==> config.mk <==
export PLATFORM = sky130hd
export DESIGN_NAME = esa_stream_adapter
export DESIGN_NICKNAME = d
export VERILOG_FILES = /design/src/rtl/esa_pkg.sv /design/src/rtl/esa_pull_ctrl.sv /design/src/rtl/esa_skid_fifo.sv /design/src/rtl/esa_frame_chk.sv /design/src/rtl/esa_stream_adapter.sv
export SDC_FILE = /design/constraint.sdc
export NUM_CORES = 1
export LEC_CHECK = 0
export BUFFER_PORTS_ARGS = -buffer_cell sky130_fd_sc_hd__buf_2
export CORE_AREA = 3 3 64 66
export DETAILED_ROUTE_END_ITERATION = 7
export DIE_AREA = 0 0 67 69
export PLACE_DENSITY = 0.84
export SLEW_MARGIN = 40
export SYNTH_ARGS = -nofsm -noshare
export SYNTH_HDL_FRONTEND = slang
export SYNTH_SLANG_ARGS = --single-unit
export TNS_END_PERCENT = 30
==> constraint.sdc <==
create_clock -name clk -period 5.33 [get_ports clk]
set_input_delay 1.066 -clock clk [delete_from_list [all_inputs] [get_ports clk]]
set_output_delay 1.066 -clock clk [all_outputs]
set_load 0.02 [all_outputs]
==> src/rtl/esa_pkg.sv <==
package esa_pkg;

   typedef enum logic {
      PKT_IDLE = 1'b0,
      PKT_OPEN = 1'b1
   } esa_pkt_state_e;

   typedef struct packed {
      logic first;
      logic last;
      logic erase;
   } esa_flags_t;

   localparam int ESA_FLAG_W = $bits(esa_flags_t);

endpackage

==> src/rtl/esa_pull_ctrl.sv <==
module esa_pull_ctrl #(
   parameter int DEPTH = 4,
   parameter int CW    = 3
) (
   input  logic          clk,
   input  logic          rst,
   input  logic [CW-1:0] fill,
   input  logic          up_vld,
   output logic          rd_en,
   output logic          rd_en_q,
   output logic          accept
);

   // slots already committed: stored plus the one that may land this cycle
   logic [CW:0] committed;

   assign committed = {1'b0, fill} + {{CW{1'b0}}, rd_en_q};
   assign rd_en     = !rst && (committed < (CW+1)'(DEPTH));
   assign accept    = up_vld && rd_en_q;

   always_ff @(posedge clk) begin
      if (rst) rd_en_q <= 1'b0;
      else     rd_en_q <= rd_en;
   end

endmodule

==> src/rtl/esa_skid_fifo.sv <==
module esa_skid_fifo #(
   parameter int W     = 11,
   parameter int DEPTH = 4,
   parameter int CW    = 3
) (
   input  logic          clk,
   input  logic          rst,
   input  logic          push,
   input  logic [W-1:0]  din,
   input  logic          pop,
   output logic [W-1:0]  dout,
   output logic [CW-1:0] fill,
   output logic          nonempty
);

   localparam int AW = (DEPTH > 1) ? $clog2(DEPTH) : 1;
   localparam bit POW2 = ((DEPTH & (DEPTH - 1)) == 0);

   logic [W-1:0]  mem [DEPTH];
   logic [AW-1:0] wp, rp, wp_nx, rp_nx;

   generate
      if (POW2) begin : g_wrap_free
         assign wp_nx = wp + 1'b1;
         assign rp_nx = rp + 1'b1;
      end else begin : g_wrap_cmp
         assign wp_nx = (wp == AW'(DEPTH - 1)) ? '0 : wp + 1'b1;
         assign rp_nx = (rp == AW'(DEPTH - 1)) ? '0 : rp + 1'b1;
      end
   endgenerate

   assign nonempty = (fill != '0);
   assign dout     = mem[rp];

   always_ff @(posedge clk) begin
      if (push) mem[wp] <= din;
   end

   always_ff @(posedge clk) begin
      if (rst) begin
         wp   <= '0;
         rp   <= '0;
         fill <= '0;
      end else begin
         if (push) wp <= wp_nx;
         if (pop)  rp <= rp_nx;
         case ({push, pop})
            2'b10:   fill <= fill + 1'b1;
            2'b01:   fill <= fill - 1'b1;
            default: fill <= fill;
         endcase
      end
   end

endmodule

==> src/rtl/esa_frame_chk.sv <==
module esa_frame_chk
   import esa_pkg::*;
(
   input  logic clk,
   input  logic rst,
   input  logic accept,
   input  logic first,
   input  logic last,
   output logic err,
   output logic open
);

   esa_pkt_state_e st;
   logic           dup_start, orphan_end;

   assign open       = (st == PKT_OPEN);
   assign dup_start  = first && open;
   assign orphan_end = last && !first && !open;

   always_ff @(posedge clk) begin
      if (rst) begin
         st  <= PKT_IDLE;
         err <= 1'b0;
      end else begin
         err <= accept && (dup_start || orphan_end);
         if (accept) begin
            if (last)       st <= PKT_IDLE;
            else if (first) st <= PKT_OPEN;
         end
      end
   end

endmodule

==> src/rtl/esa_stream_adapter.sv <==
module esa_stream_adapter
   import esa_pkg::*;
#(
   parameter int SYM_W    = 8,
   parameter int DEPTH    = 4,
   parameter bit ERASE_EN = 1'b1
) (
   input  logic             clk,
   input  logic             rst,
   output logic             up_rd_en,
   input  logic             up_vld,
   input  logic [SYM_W-1:0] up_sym,
   input  logic             up_first,
   input  logic             up_last,
   input  logic             up_erase,
   output logic             dn_vld,
   input  logic             dn_rdy,
   output logic [SYM_W-1:0] dn_sym,
   output logic             dn_first,
   output logic             dn_last,
   output logic             dn_erase,
   output logic             framing_err
);

   localparam int CW = $clog2(DEPTH + 1);
   localparam int PW = SYM_W + ESA_FLAG_W;

   generate
      if (DEPTH < 2) begin : g_bad_depth
         $error("esa_stream_adapter: DEPTH must be at least 2");
      end
      if (SYM_W < 1) begin : g_bad_width
         $error("esa_stream_adapter: SYM_W must be at least 1");
      end
   endgenerate

   logic          rd_en_q, accept, pop, pkt_open;
   logic [CW-1:0] fill;
   logic [PW-1:0] din, dout;
   logic          erase_in;
   esa_flags_t    in_fl, out_fl;

   generate
      if (ERASE_EN) begin : g_erase
         assign erase_in = up_erase;
      end else begin : g_no_erase
         assign erase_in = 1'b0;
      end
   endgenerate

   assign in_fl = '{first: up_first, last: up_last, erase: erase_in};
   assign din   = {in_fl, up_sym};
   assign pop   = dn_vld && dn_rdy;

   esa_pull_ctrl #(.DEPTH(DEPTH), .CW(CW)) ctrl_i (
      .clk     (clk),
      .rst     (rst),
      .fill    (fill),
      .up_vld  (up_vld),
      .rd_en   (up_rd_en),
      .rd_en_q (rd_en_q),
      .accept  (accept)
   );

   esa_skid_fifo #(.W(PW), .DEPTH(DEPTH), .CW(CW)) fifo_i (
      .clk      (clk),
      .rst      (rst),
      .push     (accept),
      .din      (din),
      .pop      (pop),
      .dout     (dout),
      .fill     (fill),
      .nonempty (dn_vld)
   );

   esa_frame_chk frame_i (
      .clk    (clk),
      .rst    (rst),
      .accept (accept),
      .first  (up_first),
      .last   (up_last),
      .err    (framing_err),
      .open   (pkt_open)
   );

   assign {out_fl, dn_sym} = dout;
   assign dn_first = out_fl.first;
   assign dn_last  = out_fl.last;
   assign dn_erase = out_fl.erase;

endmodule

# [Yosys cells after proc, flatten, opt, wreduce, memory -nomap -nowiden]
# Memory sizes are Yosys's and may differ from the RTL's. A register that Yosys moved wholly into a read port is not among the register bits.
# Cells that the tools add are included.
[word_totals] ram_bits=44 n_memories=1 out_inout_bits=14 regBits=10 wordCells=37
[mem_list] name="fifo_i.mem" depth=4 width=11 read_ports=1 rd_clocked_by_memory_dff=1 write_ports=1 line_no="esa_skid_fifo.sv:19" text="logic [W-1:0] mem [DEPTH];"
[classes] n_reduce_logical=15 eq_ne=2 mux=7 n_lt_le_gt_ge=1 n_addsub=5
[ops] op="$logic_and A1 B1 Y1" n=7
[ops] op="$pmux W3 S2" n=1
[ops] op="$add A2 B1 Y2 const B" n=2
[ops] op="$add A3 B1 Y4" n=1
[ops] op="$lt A4 B3 Y1 const B" n=1
[ops] op="$mux W1" n=4
[ops] op="$mux W2" n=2
[ops] op="$reduce_bool A2 Y1" n=2
[ops] op="$add A3 B1 Y3 const B" n=1
[ops] op="$logic_not A1 Y1" n=3
[ops] op="$reduce_bool A3 Y1" n=1
[ops] op="$sub A3 B1 Y3 const B" n=1
[ops] op="$eq A2 B1 Y1 const B" n=1
[ops] op="$eq A2 B2 Y1 const B" n=1
[ops] op="$reduce_and A2 Y1" n=1
[ops] op="$logic_or A1 B1 Y1" n=1

# [Depth between registers and ports, before layout]
[logic_depth] ltp_word=5 depth_mapped=8 depth_no_buf=7

# [Cells and area by module]
# Synthesis repeated with hierarchy kept, for this count alone.
[hier_totals] cells_unflattened=112 area_unflattened_um2=2139.6
[modules_own_cells] module="esa_skid_fifo" cells_each=99 area_each_um2=2008.2 seq_area_each_um2=1501.4 instances=1
[modules_own_cells] module="esa_frame_chk" cells_each=8 area_each_um2=80.1 seq_area_each_um2=40.0 instances=1
[modules_own_cells] module="esa_pull_ctrl" cells_each=4 area_each_um2=45.0 seq_area_each_um2=20.0 instances=1
[modules_own_cells] module="esa_stream_adapter" cells_each=1 area_each_um2=6.3 seq_area_each_um2=0.0 instances=1

# [Worst setup path before layout]
# OpenSTA, ideal clock, no wires.
[synth_path] path_kind="input to output" from="input port rst" to="output port up_rd_en" setup_slack_ns=2.396 required_ns=4.264 path_stages=2 arrival_ns=1.868 path_buffers=1 path_cell_list="clkbuf_1 a311oi_1"
[synth_between] elab_chain_len=2
[synth_rtl] item="start: declaration" line_no="esa_stream_adapter.sv:9" text="input logic rst,"
[synth_rtl] item="$logic_not A1 Y1" line_no="esa_pull_ctrl.sv:18" text="assign rd_en = !rst && (committed < (CW+1)'(DEPTH));"
[synth_rtl] item="$logic_and A1 B1 Y1" line_no="esa_pull_ctrl.sv:18"
[synth_rtl] item="end: declaration" line_no="esa_stream_adapter.sv:10" text="output logic up_rd_en,"
# Every way passes these cells.

==> results.yml <==
outcome:
  status: "complete, no violations"
cells_and_area:
  area_delta_synth_final_pct: 11.8
  final_nets: 168
  antennaDiodeCount: 0
  drive_gt1_share_pct: 30.4
critical_path:
  critPathSlowestCell: "dfxtp_1"
  slowest_delay_ps: 790
  path_max_fanout: 11
  required_ps: 4260
  critPathBufInv: 1
  arrival_ps: 1910
  end_kind: "primary output"
  cp-start-kind: "flip-flop"
  r2r-start: "fifo_i.fill[1]$_SDFFE_PP0P_"
  crit_type: "flip-flop to primary output"
  path_cells: "mux4_1 > buf_2"
  path_delay_family: "flip-flops"
synth:
  synth.area.top_cells: "edfxtp_1 61%, dfxtp_1 11%, mux4_2 10%"
  syn_inst: 116
  syn-num-nets: 137
  synthMuxAreaShare_pct: 11.7
  yosysMostFrequentCell: "edfxtp_1"
  yosysTopAreaCellShare_pct: 61.3
  synth_simple_gate_area_share_pct: 4.12
  yosysTopAreaCell: "edfxtp_1"
  synth_edf_count: 44
  synthTopCellsByCount: "44 x edfxtp_1, 12 x dfxtp_1, 10 x mux4_2"
  ys_seq_elements: 56
  ys_warn_count: 0
  synthXorXnorAreaFrac_pct: 2.38
  synth_compound_area_share_pct: 3.54
  yosysUniqueCellTypes: 26
  synth_adder_area_share_pct: 3.83
  synth_top_family_by_area: "multiplexers"
  async_reset_ff_share_pct: 0
  syn_area_per_cell_um2: 18.6
  synth_area_um2: 2160
  synth-seq-area-share_pct: 72.4
  synth_ff_type: "edfxtp_1"
clock_tree:
  clk_pin_slew_worst_paths_ps: 80
  cts_buffers: 5
  h-tree-depth: 2
  cts_tree: "yes"
  cts_root_buf: "clkbuf_8"
  cts_setup_buffers: 0
  cts_resized: 0
  clk-insertion-delay-late_ps: 300
  cts.path.max_buffers: 2
  postCtsHoldBufs: 0
  cts_sinks: 56
global_route:
  first_global_vias: 1128
  antenna_found_initial: 0
  grt_max_degree: 16
  grt_use_total_pct: 17.0
  grt_pass1_wl_mm: 5.57
  overflow: 0
placement:
  port-buffer-count: 28
  place_congestion: 0.696
  dp_hpwl_mm: 2.41
  dp_slack_ps: 2590
min_path:
  hp-start: "fifo_i.wp[1]$_SDFFE_PP0P_"
  holdCritPathClass: "flip-flop to flip-flop"
floorplanning:
  num_rows: 22
  ios: 29
  die_h_um: 69
  die_x_um: 67
  fp.dieArea_um2: 4620
  coreArea_um2: 3630
  initial_core_util_pct: 59.3
timing:
  finalSetupViolCount: 0
  max_freq_mhz: 336
  finalSetupTns_ps: 0
  max_slew_margin_pct: 52.5
  skew_ps: 5.55
  min_period_ps: 2970
  slew_viol_final: 0
  timing.final.ws_setup_ps: 2360
  min_period_over_period_pct: 55.8
  worst_pin_slew_ps: 712
  hold_viol_final: 0
  rsz0062_at_grt: "false"
routing:
  drt_iter0_drc: 47
  antenna_left: 0
  drt-total-wl_mm: 3.40
  drc: 0
  via_count: 1089
  wl_per_cell_um: 17.3
  vias_per_cell: 5.56
  first_pass_iters: 4
pwr:
  power.density_nw_per_um2: 422
  p_leak_nw: 0.838
  ir_drop_uv: 257
job:
  drv_cap: 0
-- per-layer routing --
| metal | part of all wire, % | GRT usage (%) | vias up |
|---|---|---|---|
| met2 | 53 | 26.9 | 45 |
| met1 | 40 | 21.8 | 526 |
| li1 | - | - | 514 |
| met5 | 0 | 0 | - |
| met3 | 6.0 | 3.91 | 4 |
| met4 | 0.91 | 8.33 | 0 |
-- cells by family (layout without fill, tap and decap cells) --
family,Yosys count,after routing
adder cells (fa/ha/maj),6,6
buffers and inverters,9,41
flip-flops,56,56
XOR/XNOR,5,5
multiplexers,11,11
AND/OR/NAND/NOR,18,18
AO/OA/AOI/OAI,11,11
-- worst paths after layout --
path	to	slack, ps	cells after the start
worst min register to register	fifo_i.wp[1]$_SDFFE_PP0P_	510	2
worst min-delay path	fifo_i.wp[1]$_SDFFE_PP0P_	510	2
worst max-delay path	dn_first	2360	2
worst max register to register	fifo_i.fill[2]$_SDFFE_PP0P_	3390	7
-- per-stage QoR --
| step | hold slack, ps | util (%) | cells | instance area [um^2] | power [mW] |
|---|---|---|---|---|---|
| 5_1_grt | 559 | 66.4 | 196 | 2410 | 1.08 |
| 3_3_place_gp | 491 | 64.2 | 188 | 2330 | 0.807 |
| 6_report | 505 | 66.4 | 196 | 2410 | 1.02 |
| 3_5_place_dp | 500 | 64.2 | 188 | 2330 | 0.817 |
| 2_1_floorplan | 469 | - | 116 | 2160 | 0.749 |
| 4_1_cts | 512 | 66.4 | 196 | 2410 | 1.03 |
-- worst reg2reg max path: cells and delay by family, from the launching register on --
kind                       cells  cell delay (ps)
buffers and inverters          1               60
DFF                            1              440
AOI/OAI and AO/OA              2              360
adders and majority gates      2              550
and+or+nand+nor                1              300
xor gates and xnor gates       1              160
-- placed cells by master (no fill, tap or decap), types with 2 or more instances in the layout --
cell type / synthesis / layout
a21oi_1: 4 / 4
ha_1: 5 / 5
nor2_1: 7 / 7
dfxtp_1: 12 / 12
nand2_1: 2 / 2
buf_2: 2 / 28
clkbuf_1: 1 / 2
mux4_2: 10 / 10
clkbuf_8: 0 / 5
edfxtp_1: 44 / 44
xor2_1: 3 / 3
inv_1: 5 / 5
or3_1: 2 / 2
and3_1: 4 / 4
a311oi_1: 3 / 3
-- cell type report --
cell class	instances	area (um^2)
Clock buffer	7	76.3
Clock inverter	1	3.75
Fill cell	275	1220
Inverter	5	18.8
Multi-Input combinational cell	51	551
Sequential cell	56	1560
Tap cell	48	60.1
Timing Repair Buffer	28	140
-- where the power goes --
group | total (mW) | switching, mW | internal, mW
clock network | 0.213 | 0.121 | 0.0917
registers | 0.557 | 0.0502 | 0.506
logic | 0.248 | 0.128 | 0.121
total | 1.02 | 0.299 | 0.719
-- sequential cells by signal, indices dropped and copies added, names as in the netlist, named ones only --
signal,count
ctrl_i.rd_en_q,1
fifo_i.fill,3
fifo_i.mem,44
fifo_i.rp,2
fifo_i.wp,2
frame_i.err,1
frame_i.open,1
(Power assumes the default switching activity.)
